## config.mk

```make
export PLATFORM = sky130hd
export DESIGN_NAME = xps_serial_seq
export DESIGN_NICKNAME = d
export VERILOG_FILES = /design/src/rtl/xps_pkg.sv /design/src/rtl/xps_phase_timer.sv /design/src/rtl/xps_frame_ctrl.sv /design/src/rtl/xps_shadow_regs.sv /design/src/rtl/xps_serial_seq.sv
export SDC_FILE = /design/constraint.sdc
export NUM_CORES = 1
export LEC_CHECK = 0
export ABC_CLOCK_PERIOD_IN_PS = 10100
export BUFFER_PORTS_ARGS = -buffer_cell sky130_fd_sc_hd__buf_2
export CELL_PAD_IN_SITES_DETAIL_PLACEMENT = 1
export CELL_PAD_IN_SITES_GLOBAL_PLACEMENT = 1
export CORE_MARGIN = 1
export CORE_UTILIZATION = 44
export DETAILED_ROUTE_END_ITERATION = 12
export PLACE_DENSITY = 0.94
export SLEW_MARGIN = 10
export SYNTH_ARGS = -nofsm -noshare
export SYNTH_HDL_FRONTEND = slang
export SYNTH_HIERARCHICAL = 1
export SYNTH_SLANG_ARGS = --single-unit
export TNS_END_PERCENT = 10
```

## constraint.sdc

```tcl
create_clock -name clk -period 10.1 [get_ports clk]
set_input_delay 0.505 -clock clk [delete_from_list [all_inputs] [get_ports clk]]
set_output_delay 0.505 -clock clk [all_outputs]
set_load 0.005 [all_outputs]
```

## src/rtl/xps_pkg.sv

```systemverilog
package xps_pkg;

    localparam int NIB_W = 4;
    localparam int BIT_W = $clog2(NIB_W);

    typedef logic [NIB_W-1:0] nibble_t;

    typedef enum logic [1:0] {
        SEQ_IDLE,
        SEQ_BIT_LO,
        SEQ_BIT_HI,
        SEQ_LATCH
    } seq_state_e;

    typedef struct packed {
        logic wr;
        logic sdata;
        logic latch_n;
    } xp_pins_t;

    localparam xp_pins_t PINS_REST = '{wr: 1'b0, sdata: 1'b0, latch_n: 1'b1};

    // Bit of a nibble sent at position pos, top bit first.
    function automatic logic pick_bit(nibble_t nib, logic [BIT_W-1:0] pos);
        return nib[NIB_W - 1 - int'(pos)];
    endfunction

endpackage

```

## src/rtl/xps_phase_timer.sv

```systemverilog
module xps_phase_timer #(
    parameter int CNT_W = 8
) (
    input  logic             clk,
    input  logic             rst,
    input  logic             restart,
    input  logic [CNT_W-1:0] len_cfg,
    output logic             phase_last
);
    localparam logic [CNT_W-1:0] MIN_LEN = CNT_W'(2);
    localparam logic [CNT_W-1:0] ONE     = CNT_W'(1);

    logic [CNT_W-1:0] cnt_q;
    logic [CNT_W-1:0] len_eff;

    always_comb len_eff = (len_cfg < MIN_LEN) ? MIN_LEN : len_cfg;
    always_comb phase_last = (cnt_q == (len_eff - ONE));

    always_ff @(posedge clk) begin
        if (rst || restart) begin
            cnt_q <= '0;
        end else begin
            cnt_q <= cnt_q + ONE;
        end
    end
endmodule

```

## src/rtl/xps_frame_ctrl.sv

```systemverilog
module xps_frame_ctrl
    import xps_pkg::*;
#(
    parameter int NUM_OUT = 8,
    localparam int IDX_W = (NUM_OUT > 1) ? $clog2(NUM_OUT) : 1
) (
    input  logic             clk,
    input  logic             rst,
    input  logic             code_valid,
    input  nibble_t          code_data,
    input  logic             latch_req,
    input  logic             phase_last,
    output logic             code_ready,
    output logic             timer_restart,
    output logic             use_high,
    output logic             shift_en,
    output logic             commit,
    output xp_pins_t         pins,
    output logic [IDX_W-1:0] out_idx
);
    localparam logic [BIT_W-1:0] BIT_LAST = BIT_W'(NIB_W - 1);
    localparam logic [IDX_W-1:0] IDX_LAST = IDX_W'(NUM_OUT - 1);

    seq_state_e       state_q;
    xp_pins_t         pins_q;
    nibble_t          nib_q;
    logic [BIT_W-1:0] bit_q;
    logic [IDX_W-1:0] idx_q;
    logic             pend_q;
    logic             take;
    logic             frame_full;
    logic             want_latch;

    always_comb begin
        code_ready    = (state_q == SEQ_IDLE);
        take          = code_ready && code_valid;
        frame_full    = (idx_q == IDX_LAST);
        want_latch    = frame_full || pend_q || latch_req;
        timer_restart = (state_q == SEQ_IDLE) || phase_last;
        use_high      = (state_q == SEQ_BIT_HI);
        shift_en      = (state_q == SEQ_BIT_LO) && phase_last;
        commit        = (state_q == SEQ_LATCH) && phase_last;
        pins          = pins_q;
        out_idx       = idx_q;
    end

    always_ff @(posedge clk) begin
        if (rst) begin
            state_q <= SEQ_IDLE;
            pins_q  <= PINS_REST;
            nib_q   <= '0;
            bit_q   <= '0;
            idx_q   <= '0;
            pend_q  <= 1'b0;
        end else begin
            case (state_q)
                SEQ_IDLE: begin
                    if (take) begin
                        nib_q        <= code_data;
                        bit_q        <= '0;
                        pins_q.sdata <= pick_bit(code_data, '0);
                        pend_q       <= latch_req;
                        state_q      <= SEQ_BIT_LO;
                    end else if (latch_req) begin
                        pins_q.latch_n <= 1'b0;
                        state_q        <= SEQ_LATCH;
                    end
                end
                SEQ_BIT_LO: begin
                    if (latch_req) pend_q <= 1'b1;
                    if (phase_last) begin
                        pins_q.wr <= 1'b1;
                        state_q   <= SEQ_BIT_HI;
                    end
                end
                SEQ_BIT_HI: begin
                    if (latch_req) pend_q <= 1'b1;
                    if (phase_last) begin
                        pins_q.wr <= 1'b0;
                        if (bit_q == BIT_LAST) begin
                            if (want_latch) begin
                                pins_q.latch_n <= 1'b0;
                                state_q        <= SEQ_LATCH;
                            end else begin
                                idx_q   <= idx_q + IDX_W'(1);
                                state_q <= SEQ_IDLE;
                            end
                        end else begin
                            bit_q        <= bit_q + BIT_W'(1);
                            pins_q.sdata <= pick_bit(nib_q, bit_q + BIT_W'(1));
                            state_q      <= SEQ_BIT_LO;
                        end
                    end
                end
                SEQ_LATCH: begin
                    if (phase_last) begin
                        pins_q.latch_n <= 1'b1;
                        idx_q          <= '0;
                        pend_q         <= 1'b0;
                        state_q        <= SEQ_IDLE;
                    end
                end
                default: state_q <= SEQ_IDLE;
            endcase
        end
    end

    assert_wr_latch_excl_R10: assert property (@(posedge clk) disable iff (rst)
        !(pins_q.wr && !pins_q.latch_n));

    assert_setup_R4: assert property (@(posedge clk) disable iff (rst)
        $rose(pins_q.wr) |-> $stable(pins_q.sdata));

    assert_hold_R4: assert property (@(posedge clk) disable iff (rst)
        $rose(pins_q.wr) |=> (pins_q.wr && $stable(pins_q.sdata)));

    assert_low_min_R4: assert property (@(posedge clk) disable iff (rst)
        $fell(pins_q.wr) |=> !pins_q.wr);

    assert_latch_min_R6: assert property (@(posedge clk) disable iff (rst)
        $fell(pins_q.latch_n) |=> !pins_q.latch_n);

    assert_busy_after_take_R2: assert property (@(posedge clk) disable iff (rst)
        (code_valid && code_ready) |=> !code_ready);

endmodule

```

## src/rtl/xps_shadow_regs.sv

```systemverilog
module xps_shadow_regs
    import xps_pkg::*;
#(
    parameter int NUM_OUT = 8,
    localparam int FRAME_W = NUM_OUT * NIB_W
) (
    input  logic               clk,
    input  logic               rst,
    input  logic               shift_en,
    input  logic               shift_bit,
    input  logic               commit,
    output logic [FRAME_W-1:0] master,
    output logic [FRAME_W-1:0] applied
);
    logic [FRAME_W-1:0] master_q;

    always_ff @(posedge clk) begin
        if (rst) begin
            master_q <= '0;
        end else if (shift_en) begin
            master_q <= {master_q[FRAME_W-2:0], shift_bit};
        end
    end

    // One routing field per output, copied together on a latch.
    for (genvar g = 0; g < NUM_OUT; g++) begin : g_field
        nibble_t field_q;
        always_ff @(posedge clk) begin
            if (rst) begin
                field_q <= '0;
            end else if (commit) begin
                field_q <= master_q[g*NIB_W +: NIB_W];
            end
        end
        assign applied[g*NIB_W +: NIB_W] = field_q;
    end

    assign master = master_q;
endmodule

```

## src/rtl/xps_serial_seq.sv

```systemverilog
module xps_serial_seq
    import xps_pkg::*;
#(
    parameter int NUM_OUT = 8,
    parameter int CNT_W   = 8,
    localparam int IDX_W  = (NUM_OUT > 1) ? $clog2(NUM_OUT) : 1,
    localparam int FRAME_W = NUM_OUT * NIB_W
) (
    input  logic               clk,
    input  logic               rst,
    input  logic               code_valid,
    input  logic [NIB_W-1:0]   code_data,
    output logic               code_ready,
    input  logic               latch_req,
    input  logic [CNT_W-1:0]   low_cycles,
    input  logic [CNT_W-1:0]   high_cycles,
    output logic               xp_wr,
    output logic               xp_sdata,
    output logic               xp_latch_n,
    output logic [IDX_W-1:0]   out_index,
    output logic [FRAME_W-1:0] master_image,
    output logic [FRAME_W-1:0] applied_image
);
    logic             phase_last;
    logic             timer_restart;
    logic             use_high;
    logic             shift_en;
    logic             commit;
    xp_pins_t         pins;
    logic [CNT_W-1:0] len_sel;

    always_comb len_sel = use_high ? high_cycles : low_cycles;

    xps_phase_timer #(.CNT_W(CNT_W)) timer_i (
        .clk        (clk),
        .rst        (rst),
        .restart    (timer_restart),
        .len_cfg    (len_sel),
        .phase_last (phase_last)
    );

    xps_frame_ctrl #(.NUM_OUT(NUM_OUT)) ctrl_i (
        .clk           (clk),
        .rst           (rst),
        .code_valid    (code_valid),
        .code_data     (code_data),
        .latch_req     (latch_req),
        .phase_last    (phase_last),
        .code_ready    (code_ready),
        .timer_restart (timer_restart),
        .use_high      (use_high),
        .shift_en      (shift_en),
        .commit        (commit),
        .pins          (pins),
        .out_idx       (out_index)
    );

    xps_shadow_regs #(.NUM_OUT(NUM_OUT)) shadow_i (
        .clk       (clk),
        .rst       (rst),
        .shift_en  (shift_en),
        .shift_bit (pins.sdata),
        .commit    (commit),
        .master    (master_image),
        .applied   (applied_image)
    );

    assign xp_wr      = pins.wr;
    assign xp_sdata   = pins.sdata;
    assign xp_latch_n = pins.latch_n;

    assert_commit_image_R7: assert property (@(posedge clk) disable iff (rst)
        $rose(xp_latch_n) |-> (applied_image == master_image));

    assert_frozen_in_latch_R9: assert property (@(posedge clk) disable iff (rst)
        (!xp_latch_n && $past(!xp_latch_n)) |-> $stable(master_image));

endmodule

```

==> results of run 1 <==
[critical path, stage by stage, from the launching register on]
cell	delay, ns
dfxtp_1	0.35
inv_1	0.14
ha_1	0.83
mux2_4	0.38
nor4_1	0.56
nand2_1	0.12
o21ai_0	0.34
ha_1	0.25
nor3b_1	0.46
a31oi_1	0.16
nand4bb_1	0.21
nor4_2	0.79
and2_2	0.96
mux2i_1	0.37
nor2_1	0.09
[where the power goes]
part | leakage, nW | internal [mW] | switching (mW)
sequential | 0.702 | 0.357 | 0.0124
combinational | 1.11 | 0.0729 | 0.0957
clock | 0.0945 | 0.0951 | 0.136
total | 1.91 | 0.525 | 0.244
[registers in the layout (all words and copies together), names as in the netlist]
signal	flops
timer_i/cnt_q	8
shadow_i/master	32
shadow_i/g_field.field_q	32
ctrl_i/state_q	2
ctrl_i/pend_q	1
ctrl_i/out_idx	3
ctrl_i/bit_q	2
ctrl_i/pins	3
ctrl_i/nib_q	4
[Yosys cell counts (2+ instances only)]
library cell,instances
clkbuf_1,9
a21oi_1,12
o22ai_1,3
or2_2,2
mux2_4,8
a22o_1,2
nand2b_1,4
nor2_1,81
buf_2,2
inv_1,12
buf_12,6
mux2i_1,71
and2_1,3
and3_1,2
buf_6,3
dfxtp_1,87
nor3b_1,3
nand2_1,13
o31ai_1,2
o21ai_0,8
buf_4,2
xnor2_1,6
a31oi_1,2
xor2_1,8
nor3_1,3
ha_1,10
nand3_1,10
[path summary, 6_finish.rpt]
path	startpoint	slack, ns	to
worst min-delay path	code_data[0]	0.40	ctrl_i/nib_q[0]
worst max-delay path	ctrl_i/state_q[0]	3.92	shadow_i/master[19]
worst max register to register	ctrl_i/state_q[0]	3.92	shadow_i/master[19]
worst min register to register	ctrl_i/nib_q[2]	0.46	ctrl_i/nib_q[2]
[layout by cell type, fill, tap and decap left out, drive strengths merged, types with 8 or more instances in the layout]
cell,n
dfxtp,87
xor2,8
buf,95
nand2,13
nand3,10
o21ai,8
a21oi,12
mux2i,71
nor2,81
ha,10
mux2,9
clkbuf,9
inv,17
[through the flow]
stage / setup WS, ns / cell area, um^2
after detailed placement: 4.12 / 4320
after global routing: 3.39 / 4510
after floorplan: 6.03 / 3920
after global placement: 4.64 / 4320
final: 3.92 / 4510
after CTS: 4.02 / 4510
[routing by layer]
metal	vias up	share of wire, %	routed length (um)	GRT usage [%]
li1	1501	-	-	-
met1	1464	46	4130	23.9
met2	86	49	4450	35.5
met3	9	4.4	397	4.23
met4	0	0.79	71	5.02
met5	-	0	0	0
[cell type report]
cell class / instances / area [um^2] / share of cell area, %
Multi-Input combinational cell: 271 / 1920 / 42.6
Sequential cell: 87 / 1740 / 38.6
Timing Repair Buffer: 95 / 478 / 10.6
Tap cell: 108 / 135 / 3.00
Clock buffer: 9 / 124 / 2.75
Clock inverter: 7 / 61.3 / 1.36
Inverter: 12 / 45.0 / 0.999
[cells by family (layout without fill, tap and decap cells)]
logic type / after synthesis / in the layout
compound gates: 38 / 38
fa+ha+maj: 10 / 10
buf+inv: 34 / 123
simple gates: 129 / 129
xor+xnor: 14 / 14
mux: 80 / 80
flops: 87 / 87
==> results.yml, run 1 <==
finish:
  syn_to_final_growth_pct: 15.0
  layout.nets: 510
  final_util_pct: 51.9
  drive_above_1_share_pct: 27.0
  antenna_cells: 0
  fin_cells: 589
  nFillCells: 1036
yosys:
  synth_area_leaders: "dfxtp_1 44%, mux2i_1 18%, nor2_1 7.8%"
  yosys.area_share.adder_pct: 3.19
  netlist_area_um2: 3920
  synthCells: 392
  synth_edf_count: 0
  synth_compound_area_share_pct: 6.26
  synthSimpleGateAreaFrac_pct: 14.9
  yosys_warnings: 6
  synth_xor_area_share_pct: 3.13
  ys_ff_latch: 87
  synthMuxAreaShare_pct: 21.5
  avgSynthCellArea_um2: 10.0
  ys_async_sr_fraction_pct: 0
  synthFlopType: "dfxtp_1"
  synth_top_area_cell: "dfxtp_1"
  synth.distinct_cells: 45
  synth_top_family_by_area: "multiplexers"
  ys_seq_area_share_pct: 44.4
  synth_nets: 426
  synth_top_area_share_pct: 44.4
floorplanning:
  rows: 34
  coreArea_um2: 8680
  die-area_um2: 9290
  die_h_um: 96.4
  start_util_pct: 45.2
  ios: 95
  chipWidth_um: 96.4
worst_setup_path:
  worstSetupPathType: "register to register"
  crit_path_end_kind: "register"
  worst_ep_required_time_ns: 10.30
  crit_path_start_kind: "register"
  arrival_ns: 6.38
  reg2regPathDepth: 14
  worstPathMaxFanout: 33
sta:
  min_period_ns: 6.18
  fmax_mhz: 162
  grt_setup_unrepaired: "false"
  hold_viol_final: 0
  fin_setup_tns_ns: 0
  tightest_slew_ns: 1.04
  hold_ws_ns: 0.402
  slew_violations: 0
  fin_crit_sh_pct: 61.1
  fin_worst_skew_ns: 0.0133
  max_slew_margin_pct: 30.8
  setup_violations: 0
global_route:
  grt_max_degree: 80
  grt_pass1_vias: 2932
  grt_pass1_wl_mm: 14.1
  grtUsageTotal_pct: 19.8
  antenna_found_initial: 0
  gr-total-overflow: 0
clock_network:
  cts.path.max_buffers: 2
  insertion_delay_ns: 0.35
  cts_root_buffer: "clkbuf_8"
  cts_made_buffers: 9
  cts_resized: 0
  cts_sinks: 87
  htree_levels: 3
  cts_tree: "yes"
  cts_setup_buffers: 0
  path_clk_slew_ns: 0.09
  holdBufCountCts: 0
power_and_ir_drop:
  cellPowerDensity_nw_per_um2: 171
  ir_drop_uv: 85.4
  power_mw: 0.769
  p_leak_nw: 1.91
detailed_routing:
  first_pass_iters: 4
  final_antenna_net_count: 0
  drt_iter0_drc: 63
  wl_per_cell_um: 15.3
  via_count: 3060
  route.detailed.drc: 0
  viasPerCell: 5.20
  finalWirelength_mm: 9.04
place:
  gp_congestion: 0.859
  dpl.cell_count: 573
  post-dp-hpwl_mm: 6.36
  io_buffers: 94
run:
  max_cap_viol_count: 0
run_status:
  status: "completed"
min_path:
  holdCritPathClass: "input port to register"
  holdPathStages: 3
Note: power is estimated with default switching activity, not from simulation.
==> run 2: changes to the inputs <==
--- a/config.mk
+++ b/config.mk
@@ -5,14 +5,14 @@
 export SDC_FILE = /design/constraint.sdc
 export NUM_CORES = 1
 export LEC_CHECK = 0
-export ABC_CLOCK_PERIOD_IN_PS = 10100
+export ABC_CLOCK_PERIOD_IN_PS = 5500
 export BUFFER_PORTS_ARGS = -buffer_cell sky130_fd_sc_hd__buf_2
 export CELL_PAD_IN_SITES_DETAIL_PLACEMENT = 1
 export CELL_PAD_IN_SITES_GLOBAL_PLACEMENT = 1
 export CORE_MARGIN = 1
-export CORE_UTILIZATION = 44
+export CORE_UTILIZATION = 37
 export DETAILED_ROUTE_END_ITERATION = 12
-export PLACE_DENSITY = 0.94
+export PLACE_DENSITY = 0.85
 export SLEW_MARGIN = 10
 export SYNTH_ARGS = -nofsm -noshare
 export SYNTH_HDL_FRONTEND = slang
==> constraint.sdc (replaced) <==
create_clock -name clk -period 5.5 [get_ports clk]
set_input_delay 0.275 -clock clk [delete_from_list [all_inputs] [get_ports clk]]
set_output_delay 0.275 -clock clk [all_outputs]
set_load 0.005 [all_outputs]
==> results.yml, run 2 (synthesized netlist as in run 1, its figures left out) <==
sta:
  fmax_mhz: 206
  max_slew_margin_pct: 47.1
  hold_viol_final: 0
  grt_setup_unrepaired: "false"
  fin_crit_sh_pct: 88.2
  min_period_ns: 4.85
  tightest_slew_ns: 0.793
  fin_setup_tns_ns: 0
  slew_violations: 0
  setup_violations: 0
  hold_ws_ns: 0.163
  fin_worst_skew_ns: 0.00922
  setup_ws_ns: 0.648
worst_setup_path:
  crit_start: "ctrl_i/state_q[0]"
  worst_ep_required_time_ns: 5.73
  r2r_start: "ctrl_i/state_q[0]"
  crit_end: "shadow_i/master[23]"
  reg2reg_setup_slack_ns: 0.65
  slowest_delay_ns: 0.49
  arrival_ns: 5.08
  rr_endpoint: "shadow_i/master[23]"
  crit_path_start_kind: "register"
  cp_slowest_cell: "ha_1"
  worstSetupPathType: "register to register"
  worstPathMaxFanout: 19
  crit_chain: "inv_1 -> ha_1 -> mux2_4 -> nor4_2 -> nand2_1 -> o21ai_0 -> ha_1 -> nor3b_1 -> a31oi_1 -> nand4bb_1 -> nor4_2 -> buf_4 -> and2_2 -> buf_12 -> mux2i_1 -> nor2_1"
  reg2regPathDepth: 16
  crit_path_end_kind: "register"
power_and_ir_drop:
  cellPowerDensity_nw_per_um2: 306
  internal-power_mw: 0.981
  switching_share_pct: 30.3
  p_leak_nw: 1.93
  p_sw_mw: 0.427
  ir_drop_uv: 158
  power_mw: 1.41
  clockPowerShare_pct: 30.0
  p_comb_share_pct: 21.8
  pwr-share-seq_pct: 48.3
floorplanning:
  chipWidth_um: 105
  die-area_um2: 11000
  rows: 37
  ios: 95
  coreArea_um2: 10300
  start_util_pct: 38.1
  die_h_um: 105
finish:
  syn_to_final_growth_pct: 17.5
  regArea_um2: 1740
  layout.nets: 514
  final_util_pct: 44.8
  multiInputGateArea_um2: 1930
  fin_cells: 621
  drive_above_1_share_pct: 27.6
  stdcell_area_um2: 4600
  nFillCells: 1214
  antenna_cells: 0
  layout_commonest_cell: "buf_2"
  layout_common_cells: "94 x buf_2, 87 x dfxtp_1, 81 x nor2_1, 71 x mux2i_1, 13 x nand2_1"
run_status:
  status: "completed"
global_route:
  grt_max_degree: 80
  grtUsageTotal_pct: 16.9
  antenna_found_initial: 0
  gr-total-overflow: 0
  grt_pass1_wl_mm: 14.8
  grt_pass1_vias: 3073
detailed_routing:
  wl_per_cell_um: 14.4
  final_antenna_net_count: 0
  viasPerCell: 4.91
  drt_iter0_drc: 73
  route.detailed.drc: 0
  finalWirelength_mm: 8.96
  via_count: 3052
  first_pass_iters: 4
place:
  post-dp-hpwl_mm: 6.45
  dpl.cell_count: 605
  gp_congestion: 0.878
  place_area_um2: 4410
  io_buffers: 94
  pre_cts_ws_ns: 0.511
clock_network:
  htree_levels: 3
  insertion_delay_ns: 0.37
  cts_made_buffers: 9
  holdBufCountCts: 0
  path_clk_slew_ns: 0.08
  cts.path.max_buffers: 2
  cts_sinks: 87
  cts_root_buffer: "clkbuf_8"
  cts_tree: "yes"
min_path:
  holdPathStages: 3
  holdCritStartpoint: "code_data[0]"
  holdCritPathClass: "input port to register"
run:
  max_cap_viol_count: 0
==> run 2: changes by cell type in the layout (fill, tap and decap cells not counted), sizes merged <==
cell | before | now
clkbuf | 9 | 12
clkinv | 1 | 3
inv | 17 | 12
buf | 95 | 99
==> run 2: layer usage <==
layer	vias to the layer above	wire [um]	track usage (%)
met5	-	0	0
met3	13	371	3.56
met2	77	4260	28.4
li1	1509	-	-
met1	1453	4190	20.8
met4	0	140	7.44
==> run 2: cell type report <==
cell class | instances | area share, %
clock buffers | 12 | 3.37
clock inverters | 4 | 0.652
inverters | 12 | 0.979
multi-input cells | 271 | 41.9
flip-flops and latches | 87 | 37.8
well taps | 136 | 3.70
repair buffers | 99 | 11.6
==> run 2: worst max-delay path, delay by kind of cell (launching register included) <==
family          cells  cell delay, ns
compound gates      2            0.45
fa+ha+maj           2            0.72
buf+inv             3            0.56
flops               1            0.35
mux                 2            0.61
simple gates        7            1.99
==> run 2: power groups by stage <==
stage	clock network, mW	registers, mW	logic [mW]
5_1_grt	0.465	0.684	0.340
3_3_place_gp	0	0.695	0.297
3_5_place_dp	0	0.696	0.307
2_1_floorplan	0	0.688	0.241
4_1_cts	0.437	0.681	0.308
6_report	0.422	0.680	0.307
==> run 2: how the worst min path moves through the flow <==
stage / to / slack, ns
4_1_cts: ctrl_i/nib_q[2] / 0.14
2_1_floorplan: ctrl_i/nib_q[0] / 0.42
3_5_place_dp: ctrl_i/nib_q[0] / 0.46
5_1_grt: ctrl_i/nib_q[2] / 0.15
6_report: ctrl_i/nib_q[0] / 0.16
3_3_place_gp: ctrl_i/nib_q[3] / 0.44
==> run 2: timing repair <==
item,CTS,global route
buffers inserted,0,0
resized for setup,0,1
setup endpoints to repair,0,1
hold endpoints to repair,0,0
==> run 3: changes to the inputs <==
--- a/config.mk
+++ b/config.mk
@@ -7,10 +7,8 @@
 export LEC_CHECK = 0
 export ABC_CLOCK_PERIOD_IN_PS = 5500
 export BUFFER_PORTS_ARGS = -buffer_cell sky130_fd_sc_hd__buf_2
-export CELL_PAD_IN_SITES_DETAIL_PLACEMENT = 1
-export CELL_PAD_IN_SITES_GLOBAL_PLACEMENT = 1
 export CORE_MARGIN = 1
-export CORE_UTILIZATION = 37
+export CORE_UTILIZATION = 48
 export DETAILED_ROUTE_END_ITERATION = 12
 export PLACE_DENSITY = 0.85
 export SLEW_MARGIN = 10
==> results.yml, run 3 (synthesized netlist as in run 1, its figures left out) <==
floorplanning:
  rows: 32
  start_util_pct: 50.2
  die-area_um2: 8530
  coreArea_um2: 7810
  ios: 95
  chipWidth_um: 92.4
  die_h_um: 92.4
finish:
  drive_above_1_share_pct: 27.8
  layout_common_cells: "94 x buf_2, 87 x dfxtp_1, 81 x nor2_1, 71 x mux2i_1, 13 x nand2_1"
  antenna_cells: 0
  layout.nets: 515
  final_util_pct: 58.5
  nFillCells: 667
  syn_to_final_growth_pct: 16.6
  layout_commonest_cell: "buf_2"
clock_network:
  cts_tree: "yes"
  cts_sinks: 87
  cts_resized: 0
  holdBufCountCts: 0
  cts_root_buffer: "clkbuf_8"
  path_clk_slew_ns: 0.09
  cts_setup_buffers: 0
  cts_made_buffers: 9
  insertion_delay_ns: 0.35
  htree_levels: 3
  cts.path.max_buffers: 2
sta:
  slew_violations: 0
  min_period_ns: 5.01
  setup_violations: 0
  fin_worst_skew_ns: 0.0123
  fin_crit_sh_pct: 91.1
  hold_viol_final: 0
  grt_setup_unrepaired: "false"
  fin_setup_tns_ns: 0
  fmax_mhz: 200
  max_slew_margin_pct: 47.8
  tightest_slew_ns: 0.783
global_route:
  grt_pass1_wl_mm: 13.1
  antenna_found_initial: 0
  grtUsageTotal_pct: 19.1
  grt_pass1_vias: 2897
  grt_max_degree: 80
  gr-total-overflow: 0
detailed_routing:
  via_count: 3052
  finalWirelength_mm: 7.97
  final_antenna_net_count: 0
  wl_met3_um: 458
  highest_layer: "met4"
  wl_per_cell_um: 13.6
  drt_iter0_drc: 97
  wl_met1_mm: 3.60
  met2_length_mm: 3.86
  route.detailed.drc: 0
  first_pass_iters: 4
  viasPerCell: 5.19
worst_setup_path:
  worstPathMaxFanout: 16
  rr_endpoint: "shadow_i/master[3]"
  worst_ep_required_time_ns: 5.70
  reg2regPathDepth: 16
  worstSetupPathType: "register to register"
  reg2reg_setup_slack_ns: 0.49
  crit_path_end_kind: "register"
  r2r_start: "ctrl_i/state_q[0]"
  arrival_ns: 5.22
  crit_start: "ctrl_i/state_q[0]"
  crit_path_start_kind: "register"
min_path:
  holdCritStartpoint: "code_data[1]"
  holdCritPathClass: "input port to register"
  hold_path_end: "ctrl_i/nib_q[1]"
  holdPathStages: 3
power_and_ir_drop:
  cellPowerDensity_nw_per_um2: 315
  p_leak_nw: 1.95
  ir_drop_uv: 191
place:
  post-dp-hpwl_mm: 5.71
  io_buffers: 94
  gp_congestion: 0.882
run_status:
  status: "completed"
run:
  max_cap_viol_count: 0
==> run 3: cell types whose count changed in the layout (fill, tap and decap cells not counted), sizes merged <==
| cell | previous run | this run |
|---|---|---|
| buf | 99 | 100 |
| bufinv | 0 | 1 |
| clkbuf | 12 | 10 |
| clkinv | 3 | 2 |
| inv | 12 | 14 |
==> run 3: critical path, stage by stage (launching register included) <==
cell and delay, ns:
dfxtp_1 0.35, inv_1 0.13, ha_1 0.49, mux2_4 0.37
nor4_1 0.54, nand2_1 0.09, o21ai_0 0.31, ha_1 0.24
nor3b_1 0.46, a31oi_1 0.15, nand4bb_1 0.21, nor4_2 0.27
buf_4 0.19, and2_2 0.47, buf_4 0.30, mux2i_1 0.22
nor2_1 0.06
==> run 3: layout make-up <==
type	count	area (um^2)	area share (%)
well taps	102	128	2.79
clock inverters	6	67.6	1.48
repair buffers	100	528	11.6
clock buffers	10	138	3.01
multi-input cells	271	1920	42.1
inverters	12	45.0	0.986
flip-flops and latches	87	1740	38.1
==> run 3: metrics by stage <==
stage	setup WS, ns	cell area (um^2)	instances	power (mW)	hold WS (ns)
floorplan	1.43	3920	392	0.929	0.422
global placement	0.829	4360	572	0.983	0.442
detailed placement	0.521	4360	572	0.992	0.455
CTS	0.454	4570	588	1.45	0.163
global route	0.110	4570	588	1.52	0.173
finish	0.488	4570	588	1.44	0.174
==> run 3: report_power, final <==
group / total, mW / switching [mW] / leakage (nW) / internal (mW)
combinational: 0.304 / 0.169 / 1.14 / 0.135
sequential: 0.679 / 0.0229 / 0.702 / 0.656
clock: 0.457 / 0.231 / 0.105 / 0.226
==> run 3: how the worst max path moves through the flow <==
stage                                          end  depth (start not counted)
global placement    shadow_i/g_field[7].field_q[3]                         16
floorplan                        ctrl_i/out_idx[1]                         17
finish                          shadow_i/master[3]                         16
CTS                             shadow_i/master[3]                         16
detailed placement             shadow_i/master[14]                         16
global route                    shadow_i/master[3]                         17
==> run 3: per-layer routing <==
metal  vias to the layer above  track usage [%]
met5                         -                0
met4                         0             5.47
met3                         6             4.76
met2                       103             33.2
met1                      1437             23.3
li1                       1506                -
